--- src/rtl/tws_pkg.sv ---
package tws_pkg;
    localparam int ADDR_W = 2;
    localparam logic [ADDR_W-1:0] REG_DATA = 2'd0;
    localparam logic [ADDR_W-1:0] REG_CTRL = 2'd1;
    localparam logic [ADDR_W-1:0] REG_STAT = 2'd2;
    localparam int CTL_MODE_BIT = 0;
    localparam int CTL_EXT_BIT  = 1;
    localparam int CTL_IE_BIT   = 2;
    localparam int CTL_TOG_BIT  = 4;
    localparam int STAT_FLAG_BIT = 6;

    typedef enum logic {
        LVL_LOW  = 1'b0,
        LVL_HIGH = 1'b1
    } sck_state_e;

    typedef struct packed {
        logic ie;
        logic ext_clk;
        logic mode;
    } ctrl_t;
endpackage

--- src/rtl/tws_clk_fsm.sv ---
module tws_clk_fsm
    import tws_pkg::*;
#(
    parameter int SYNC_STAGES = 2
) (
    input  logic clk,
    input  logic rst_n,
    input  logic slave_mode,
    input  logic tog_stb,
    input  logic sck_ext,
    output logic rise_ev,
    output logic fall_ev,
    output logic lvl
);
    logic [SYNC_STAGES-1:0] sync_q;
    logic                   ext_lvl;
    sck_state_e             state_q, state_n;

    // Synchronizer chain for the external clock
    always_ff @(posedge clk or negedge rst_n) begin
        if (!rst_n) begin
            sync_q <= '0;
        end else begin
            sync_q[0] <= sck_ext;
            for (int s = 1; s < SYNC_STAGES; s++) begin
                sync_q[s] <= sync_q[s-1];
            end
        end
    end

    assign ext_lvl = sync_q[SYNC_STAGES-1];

    // State register
    always_ff @(posedge clk or negedge rst_n) begin
        if (!rst_n) state_q <= LVL_LOW;
        else        state_q <= state_n;
    end

    // Transitions: RISE and FALL
    always_comb begin
        state_n = state_q;
        unique case (state_q)
            LVL_LOW:  if (slave_mode ? ext_lvl : tog_stb)  state_n = LVL_HIGH;
            LVL_HIGH: if (slave_mode ? !ext_lvl : tog_stb) state_n = LVL_LOW;
            default:  state_n = LVL_LOW;
        endcase
    end

    // Outputs
    always_comb begin
        rise_ev = (state_q == LVL_LOW)  && (state_n == LVL_HIGH);
        fall_ev = (state_q == LVL_HIGH) && (state_n == LVL_LOW);
        lvl     = (state_q == LVL_HIGH);
    end

    assert_master_hold_R6: assert property (@(posedge clk) disable iff (!rst_n)
        (!slave_mode && !tog_stb) |=> $stable(state_q));

    assert_slave_no_strobe_R12: assert property (@(posedge clk) disable iff (!rst_n)
        (slave_mode && (ext_lvl == lvl)) |=> $stable(state_q));
endmodule

--- src/rtl/tws_shift_reg.sv ---
module tws_shift_reg #(
    parameter int DATA_W = 8
) (
    input  logic              clk,
    input  logic              rst_n,
    input  logic              load,
    input  logic [DATA_W-1:0] load_val,
    input  logic              sample_ev,
    input  logic              change_ev,
    input  logic              di,
    output logic [DATA_W-1:0] data_q,
    output logic              dout
);
    always_ff @(posedge clk or negedge rst_n) begin
        if (!rst_n) begin
            data_q <= '0;
        end else if (load) begin
            data_q <= load_val;
        end else if (sample_ev) begin
            data_q <= {data_q[DATA_W-2:0], di};
        end
    end

    always_ff @(posedge clk or negedge rst_n) begin
        if (!rst_n) begin
            dout <= 1'b0;
        end else if (load) begin
            dout <= load_val[DATA_W-1];
        end else if (change_ev) begin
            dout <= data_q[DATA_W-1];
        end
    end

    assert_load_wins_R11: assert property (@(posedge clk) disable iff (!rst_n)
        load |=> data_q == $past(load_val));

    assert_shift_in_R5: assert property (@(posedge clk) disable iff (!rst_n)
        (sample_ev && !load) |=> data_q == {$past(data_q[DATA_W-2:0]), $past(di)});

    assert_dout_hold_R3: assert property (@(posedge clk) disable iff (!rst_n)
        (!load && !change_ev) |=> $stable(dout));
endmodule

--- src/rtl/tws_edge_counter.sv ---
module tws_edge_counter #(
    parameter int CNT_W = 4
) (
    input  logic             clk,
    input  logic             rst_n,
    input  logic             edge_ev,
    input  logic             cnt_wr,
    input  logic [CNT_W-1:0] cnt_wval,
    input  logic             flag_clr,
    output logic [CNT_W-1:0] cnt_q,
    output logic             ovf_q
);
    localparam logic [CNT_W-1:0] CNT_MAX = {CNT_W{1'b1}};

    logic wrap;
    assign wrap = edge_ev && !cnt_wr && (cnt_q == CNT_MAX);

    always_ff @(posedge clk or negedge rst_n) begin
        if (!rst_n)        cnt_q <= '0;
        else if (cnt_wr)   cnt_q <= cnt_wval;
        else if (edge_ev)  cnt_q <= cnt_q + 1'b1;
    end

    always_ff @(posedge clk or negedge rst_n) begin
        if (!rst_n)        ovf_q <= 1'b0;
        else if (flag_clr) ovf_q <= 1'b0;
        else if (wrap)     ovf_q <= 1'b1;
    end

    assert_edge_count_R7: assert property (@(posedge clk) disable iff (!rst_n)
        (edge_ev && !cnt_wr) |=> cnt_q == CNT_W'($past(cnt_q) + 1'b1));

    assert_wrap_flag_R8: assert property (@(posedge clk) disable iff (!rst_n)
        (edge_ev && !cnt_wr && !flag_clr && cnt_q == CNT_MAX) |=> ovf_q);

    assert_flag_sticky_R9: assert property (@(posedge clk) disable iff (!rst_n)
        (ovf_q && !flag_clr) |=> ovf_q);
endmodule

--- src/rtl/tws_unit.sv ---
module tws_unit
    import tws_pkg::*;
#(
    parameter int DATA_W      = 8,
    parameter int CNT_W       = 4,
    parameter int SYNC_STAGES = 2
) (
    input  logic              clk,
    input  logic              rst_n,
    input  logic              host_wr,
    input  logic [ADDR_W-1:0] host_addr,
    input  logic [DATA_W-1:0] host_wdata,
    output logic [DATA_W-1:0] host_rdata,
    input  logic              ser_di,
    output logic              ser_do,
    input  logic              sck_in,
    output logic              sck_out,
    output logic              irq
);
    ctrl_t             ctrl_q;
    logic              wr_data, wr_ctrl, wr_stat, tog_stb;
    logic              rise_ev, fall_ev, lvl;
    logic              sample_ev, change_ev;
    logic [DATA_W-1:0] data_q;
    logic [CNT_W-1:0]  cnt_q;
    logic              ovf_q;

    assign wr_data = host_wr && (host_addr == REG_DATA);
    assign wr_ctrl = host_wr && (host_addr == REG_CTRL);
    assign wr_stat = host_wr && (host_addr == REG_STAT);
    assign tog_stb = wr_ctrl && host_wdata[CTL_TOG_BIT];

    always_ff @(posedge clk or negedge rst_n) begin
        if (!rst_n) begin
            ctrl_q <= '0;
        end else if (wr_ctrl) begin
            ctrl_q.mode    <= host_wdata[CTL_MODE_BIT];
            ctrl_q.ext_clk <= host_wdata[CTL_EXT_BIT];
            ctrl_q.ie      <= host_wdata[CTL_IE_BIT];
        end
    end

    tws_clk_fsm #(.SYNC_STAGES(SYNC_STAGES)) u_clk (
        .clk        (clk),
        .rst_n      (rst_n),
        .slave_mode (ctrl_q.ext_clk),
        .tog_stb    (tog_stb),
        .sck_ext    (sck_in),
        .rise_ev    (rise_ev),
        .fall_ev    (fall_ev),
        .lvl        (lvl)
    );

    assign sample_ev = ctrl_q.mode ? fall_ev : rise_ev;
    assign change_ev = ctrl_q.mode ? rise_ev : fall_ev;

    tws_shift_reg #(.DATA_W(DATA_W)) u_shift (
        .clk       (clk),
        .rst_n     (rst_n),
        .load      (wr_data),
        .load_val  (host_wdata),
        .sample_ev (sample_ev),
        .change_ev (change_ev),
        .di        (ser_di),
        .data_q    (data_q),
        .dout      (ser_do)
    );

    tws_edge_counter #(.CNT_W(CNT_W)) u_cnt (
        .clk      (clk),
        .rst_n    (rst_n),
        .edge_ev  (rise_ev || fall_ev),
        .cnt_wr   (wr_stat),
        .cnt_wval (host_wdata[CNT_W-1:0]),
        .flag_clr (wr_stat && host_wdata[STAT_FLAG_BIT]),
        .cnt_q    (cnt_q),
        .ovf_q    (ovf_q)
    );

    assign sck_out = lvl && !ctrl_q.ext_clk;
    assign irq     = ovf_q && ctrl_q.ie;

    always_comb begin
        host_rdata = '0;
        unique case (host_addr)
            REG_DATA: host_rdata = data_q;
            REG_CTRL: begin
                host_rdata[CTL_MODE_BIT] = ctrl_q.mode;
                host_rdata[CTL_EXT_BIT]  = ctrl_q.ext_clk;
                host_rdata[CTL_IE_BIT]   = ctrl_q.ie;
            end
            REG_STAT: begin
                host_rdata[CNT_W-1:0]    = cnt_q;
                host_rdata[STAT_FLAG_BIT] = ovf_q;
            end
            default: host_rdata = '0;
        endcase
    end

    assert_slave_clk_quiet_R12: assert property (@(posedge clk) disable iff (!rst_n)
        ctrl_q.ext_clk |-> !sck_out);
endmodule

--- config.mk ---
export PLATFORM = sky130hd
export DESIGN_NAME = tws_unit
export DESIGN_NICKNAME = d
export VERILOG_FILES = /design/src/rtl/tws_pkg.sv /design/src/rtl/tws_clk_fsm.sv /design/src/rtl/tws_shift_reg.sv /design/src/rtl/tws_edge_counter.sv /design/src/rtl/tws_unit.sv
export SDC_FILE = /design/constraint.sdc
export NUM_CORES = 1
export LEC_CHECK = 0
export CAP_MARGIN = 20
export CELL_PAD_IN_SITES_DETAIL_PLACEMENT = 0
export CELL_PAD_IN_SITES_GLOBAL_PLACEMENT = 1
export CORE_UTILIZATION = 41
export DETAILED_ROUTE_END_ITERATION = 10
export GPL_ROUTABILITY_DRIVEN = 0
export PLACE_DENSITY_LB_ADDON = 0.1
export SLEW_MARGIN = 20
export SYNTH_ARGS = -nofsm -noshare
export SYNTH_HDL_FRONTEND = slang
export SYNTH_HIERARCHICAL = 1
export SYNTH_SLANG_ARGS = --single-unit
--- constraint.sdc ---
create_clock -name clk -period 4.4 [get_ports clk]
set_input_delay 0.88 -clock clk [delete_from_list [all_inputs] [get_ports clk]]
set_output_delay 0.88 -clock clk [all_outputs]
set_load 0.02 [all_outputs]
# Word level (Yosys, flattened, before mapping)
# Cells that the tools add are included.
# Widths: inputs -> output; s select.
[word_totals] word_cells=55 ff_bits=20 inputBits=15 out_inout_bits=11
[classes] add_sub_neg=1 muxes=20 eq_ne=3 bitwise_logic=2 reduce_logical=20
[ops] op="$mux 8" n=2
[ops] op="$logic_and 1x1->1" n=11
[ops] op="$mux 1" n=11
[ops] op="$pmux 3 s3" n=1
[ops] op="$mux 4" n=2
[ops] op="$reduce_bool 2->1" n=4
[ops] op="$pmux 1 s2" n=3
[ops] op="$add 4x1->4 const B" n=1
[ops] op="$eq 4x4->1 const B" n=1
[ops] op="$logic_not 1->1" n=3
[ops] op="$eq 2x1->1 const B" n=1
[ops] op="$eq 2x2->1 const B" n=1
[ops] op="$logic_not 2->1" n=1
[ops] op="$mux 2" n=1
[ops] op="$not 1->1" n=2
[ops] op="$logic_or 1x1->1" n=1

# Longest topological paths before layout
[logic_depth] word_depth=13 depth_mapped=9 mapped_depth_nobuf=8

# Cells and area by module
# Netlist, hierarchy kept.
[modules_own_cells] mod="tws_shift_reg" instances=1 area_per_inst_um2=420.4 seq_area_each_um2=225.2 cells_each=36
[modules_own_cells] mod="tws_unit" instances=1 area_per_inst_um2=346.6 seq_area_each_um2=75.1 cells_each=34
[modules_own_cells] mod="tws_edge_counter" instances=1 area_per_inst_um2=249.0 seq_area_each_um2=125.1 cells_each=24
[modules_own_cells] mod="tws_clk_fsm" instances=1 area_per_inst_um2=120.1 seq_area_each_um2=75.1 cells_each=10

# Least setup slack after synthesis
# No wires, ideal clock.
[synth_path] kind="input to register" startpoint="input host_addr[1]" endpoint="register u_shift.data_q[7]" stages=9 setup_ps=125 path_slack_ps=1756 t_arrival_ps=2519 cell_sequence="buf_6 and2b_2 and3_1 nand2b_1 a21boi_1 mux2_2 buf_6 mux2_4 mux2_2"
[synth_between] elab_chain_len=10 elab_cells_between_ends=16 classes_between="eq/ne (1); mux (7); bitwise (1); reduce/logical (7)"
[synth_lines] item="start: declaration" line_no="tws_unit.sv:11" source="input logic [ADDR_W-1:0] host_addr,"
[synth_lines] item="$eq 2x1->1 *" line_no="tws_unit.sv:29" source="assign wr_ctrl = host_wr && (host_addr == REG_CTRL);"
[synth_lines] item="$logic_and 1x1->1 *" line_no="tws_unit.sv:29"
[synth_lines] item="$logic_and 1x1->1 *" line_no="tws_unit.sv:31" source="assign tog_stb = wr_ctrl && host_wdata[CTL_TOG_BIT];"
[synth_lines] item="net tog_stb" line_no="tws_unit.sv:21" source="logic wr_data, wr_ctrl, wr_stat, tog_stb;"
[synth_lines] item="$mux 1, on equally long branches (2 in series)" line_no="tws_clk_fsm.sv:44, tws_clk_fsm.sv:43"
[synth_lines] item="$pmux 1 s2 *" line_no="tws_clk_fsm.sv:42" source="unique case (state_q)"
[synth_lines] item="$not 1->1 *" line_no="tws_clk_fsm.sv:52" source="fall_ev = (state_q == LVL_HIGH) && (state_n == LVL_LOW);"
[synth_lines] item="$logic_and 1x1->1 *" line_no="tws_clk_fsm.sv:52"
[synth_lines] item="net fall_ev" line_no="tws_unit.sv:22" source="logic rise_ev, fall_ev, lvl;"
[synth_lines] item="$mux 1 *" line_no="tws_unit.sv:54" source="assign sample_ev = ctrl_q.mode ? fall_ev : rise_ev;"
[synth_lines] item="net sample_ev" line_no="tws_unit.sv:23" source="logic sample_ev, change_ev;"
[synth_lines] item="$reduce_bool 2->1 (no line) *"
[synth_lines] item="end signal: assignment" line_no="tws_shift_reg.sv:18" source="data_q <= load_val;"
[synth_lines] item="end signal: assignment" line_no="tws_shift_reg.sv:20" source="data_q <= {data_q[DATA_W-2:0], di};"
[synth_lines] item="end: declaration" line_no="tws_shift_reg.sv:11" source="output logic [DATA_W-1:0] data_q,"
# Mark *: on every way through the listed nets, which the timed path passes. The rest lies on a longest branch.
# A chain may end at the register's enable or synchronous reset.

# Final worst setup path
[layout_path] startpoint="input host_addr[1]" endpoint="output host_rdata[0]"
[layout_between] elab_chain_len=2 elab_cells_between_ends=4 classes_between="eq/ne (2); mux (1); reduce/logical (1)"
[layout_lines] item="$eq 2x2->1, or another cell as far along" line_no="tws_unit.sv:85" source="unique case (host_addr)"
[layout_lines] item="$pmux 3 s3 *" line_no="tws_unit.sv:85"
[layout_lines] item="end: declaration" line_no="tws_unit.sv:13" source="output logic [DATA_W-1:0] host_rdata,"
# Every way passes the cells marked *; elsewhere a longest branch is shown, timed or not.

==> results.md <==
STA:
- Timing would allow up to 0.286 GHz.
- The max-slew violation count was 0.
- After routing, the total negative slack on setup checks comes to 0 ns.
- The actual slew at the worst max-slew pin is 0.913 ns.
- For the finished layout, the period the worst path requires is 3.50 ns.
- The count of endpoints failing setup in the final report is 0.
- The final-report hold violation count is 0.
- In the finished design, the share of the clock period the worst path needs comes to 79.4%.
- Setup repair after global routing left no endpoint under its margin.
- On the final layout, the worst clock skew is 0.00886 ns.
- Headroom to the max-slew limit came out at 38.9%.

Detailed routing:
- The first TritonRoute pass finished after 4 iterations.
- The detail-routed net length per standard cell is 14.5 um.
- The number of routed nets with antenna violations is 0.
- The routed design has 2.30 mm of wire.
- Detailed routing inserted a total of 802 vias.
- After detailed routing, the number of remaining DRC violations is 0.
- The DRC marker count from the first detailed-route iteration is 11.
- The per-cell via count in the routed design is 5.08.

Clocking:
- The number of sinks driven by the clock tree is 20.
- The buffer depth of the longest clock path is 2.
- The H-tree depth is 1.
- The number of buffers created by CTS is 3.
- Post-CTS repair changed the size of 0 cells.
- The clock root buffer is clkbuf_4.
- The clock transition at the registers of the reported paths is 0.11 ns.
- The quantity of hold-fixing buffers added after cts is 0.
- The TritonCTS clock tree is yes.
- The clock insertion delay at the later pin of the skew report is 0.30 ns.
- Post-CTS timing repair inserted 0 buffers for setup.

Power:
- Of the total power, the share spent switching nets is 35.1%.
- The net switching power figure is 0.000248 W.
- The part of the power in registers is 45.6%.
- VDD sags by at most 0.255 mV.
- In this run the power density over the cells is 502 nW/um^2.
- The clock group share of total power is 15.2%.
- The combinational group share of total power is 39.2%.
- In this run the static leakage power is 0.598 nW.
- The cell-internal power is 0.000460 W.

Layout:
- The total area of multi-input combinational cells is 587 um^2.
- The number of inserted filler cells in the final layout is 241.
- The fraction of layout cells with a size suffix above 1 is 12.5%.
- The final cell count without fillers is 158.
- Compared with the post-synthesis result, the final layout area differs by 24.2%.
- The commonest non-fill, non-tap cell in the layout is clkdlybuf4s50_1.
- The utilization after layout is 55.5%.
- The sequential standard cell area is 500 um^2.
- In the layout the commonest cells are 25 x clkdlybuf4s50_1, 20 x dfrtp_1, 14 x nand2_1, 13 x mux2i_1, 8 x o21ai_0.
- The number of diodes added for antenna fixing is 0.
- After the last flow step, the layout net total stands at 145.

Run status:
- The run finished with clean final reports.

Logic synthesis:
- The synthesized netlist contains 27 unique library cells.
- The mean instance size in the synthesized netlist is 10.9 um^2.
- The synthesized instance count is 104.
- The netlist area before placement is 1140 um^2.
- When the netlist entered floorplanning its net count stood at 120.
- Sequential elements use 44.1% of the synthesized area.
- During synthesis, Yosys emitted a total of 6 warnings.
- Counting flops and latches in the post-synthesis netlist gives 20.

Worst setup path:
- The maximum fanout encountered on the critical timing path is 9.
- The required time reported for the critical path endpoint is 3.52 ns.
- The delay of the slowest cell on the worst path is 0.62 ns.
- The most frequent cell on the critical path is clkdlybuf4s50_1.
- The startpoint kind of the worst setup timing path is a primary input.
- The endpoint class of the critical path is an output port.
- The critical path goes through clkdlybuf4s50_1 > and2b_2 > o2bb2ai_1 > clkdlybuf4s50_1.
- For this design, the slowest cell found on the critical path is clkdlybuf4s50_1.
- The worst setup path is of the in2out kind.
- STA puts the critical path data arrival time at 2.62 ns.

Flow run:
- Across the run, the number of max-cap violations was 0.

GRT:
- The number of global-route vias before repair is 763.
- The first global-routing pass estimated 3.60 mm of wire.
- Global routing consumed, over all layers together, 17.3% of the routing resources.
- The initial antenna violation count is 0.
- The overall overflow remaining after global route is 0.
- Entering global routing, the biggest net connects 21 pins.

Floorplanning:
- The die span in x is 54.6 um.
- The floorplan step set the die height to 54.6 um.
- The floorplan has 18 rows.
- The floorplan step defined a die boundary enclosing 2990 um^2.
- The initial cell density of the core is 44.6%.
- The area inside the core boundary is 2540 um^2.
- During I/O placement, the number of pins put on the boundary was 26.

Placed design:
- After legalization and detailed placement, the total HPWL measured 1.76 mm.
- The number of placed instances, taps included, is 154.
- The count of buffers from port buffering is 25.

Hold path:
- The worst min-delay path category is reg2reg.
==> cell type report <==
| class | instances | share of cell area (%) |
|---|---|---|
| clock buffers | 4 | 2.57 |
| multi-input cells | 79 | 41.6 |
| flip-flops and latches | 20 | 35.5 |
| well taps | 30 | 2.66 |
| repair buffers | 25 | 17.7 |
==> routing by layer <==
layer  up-vias  track usage (%)  share of wire [%]
met3         2             2.50                4.4
met4         0             5.13               0.44
li1        410                -                  -
met2        20             26.5                 43
met1       370             25.0                 52
met5         -                0                  0
==> power groups by stage <==
stage / Clock, W / Combinational, W / Sequential (W)
4_1_cts: 0.000111 / 0.000281 / 0.000324
3_5_place_dp: 0 / 0.000278 / 0.000328
3_3_place_gp: 0 / 0.000274 / 0.000325
6_report: 0.000107 / 0.000278 / 0.000323
5_1_grt: 0.000118 / 0.000307 / 0.000333
2_1_floorplan: 0 / 0.000190 / 0.000309
==> stage by stage <==
| stage | hold slack (ns) | power [W] | worst slack (ns) | area (um^2) |
|---|---|---|---|---|
| floorplan | 0.331 | 0.000499 | 1.76 | 1140 |
| detailed placement | 0.338 | 0.000606 | 0.911 | 1380 |
| finish | 0.370 | 0.000708 | 0.904 | 1410 |
| global route | 0.385 | 0.000758 | 0.805 | 1410 |
| global placement | 0.333 | 0.000599 | 0.918 | 1380 |
| CTS | 0.374 | 0.000715 | 0.907 | 1410 |
==> worst max-delay path: cells and delay by family <==
| kind | cells | cell delay (ns) |
|---|---|---|
| AO/OA/AOI/OAI | 1 | 0.13 |
| buffers and inverters | 2 | 1.24 |
| AND/OR/NAND/NOR | 1 | 0.35 |
==> cells by family (layout without fill, tap and decap cells) <==
family                     after synthesis  count (layout)  synth area share (%)
and+or+nand+nor                         34              34                  16.4
muxes                                   22              22                  21.7
DFF                                     20              20                  44.1
AOI/OAI and AO/OA                       18              18                  9.36
buffers and inverters                    5              29                  4.29
xor gates and xnor gates                 4               4                  3.08
adders and majority gates                1               1                  1.10
==> synthesized netlist by cell type <==
cell type	count	area [um^2]
xor2_1	3	26.3
and2b_2	1	8.76
a21boi_1	1	7.51
nor2_1	5	18.8
nand2_1	14	52.6
mux2i_1	13	130
mux2_4	4	60.1
o21ai_0	8	40.0
nor2b_1	1	6.26
clkbuf_1	1	3.75
and4b_1	1	10.0
xnor2_1	1	8.76
o21a_1	1	7.51
buf_6	4	45.0
and3_1	1	6.26
ha_1	1	12.5
nand3b_4	1	20.0
mux2_2	5	56.3
o21ai_1	3	15.0
a21oi_1	2	10.0
o2bb2ai_1	3	26.3
dfrtp_1	20	500
nand2b_1	2	12.5
or2_2	1	6.26
nand4_1	1	6.26
nor3b_1	1	7.51
and2_1	5	31.3
==> worst paths after layout <==
kind / end / cells past startpoint / slack (ns) / start
min in group asynchronous: u_shift/data_q[4] / 1 / 1.08 / rst_n
max in group asynchronous: ctrl_q[0] / 1 / 2.76 / rst_n
min: u_clk/sync_q[1] / 0 / 0.37 / u_clk/sync_q[0]
max reg2reg: u_shift/data_q[7] / 5 / 2.50 / ctrl_q[1]
max: host_rdata[0] / 4 / 0.90 / host_addr[1]
min reg2reg: u_clk/sync_q[1] / 0 / 0.37 / u_clk/sync_q[0]
==> state kept, by name, summed over array words and instances, names as in the netlist <==
signal,cells
u_shift/dout,1
u_clk/lvl,1
u_clk/sync_q,2
ctrl_q,3
u_cnt/ovf_q,1
u_shift/data_q,8
u_cnt/cnt_q,4
Power figures use the tool's default switching activity.
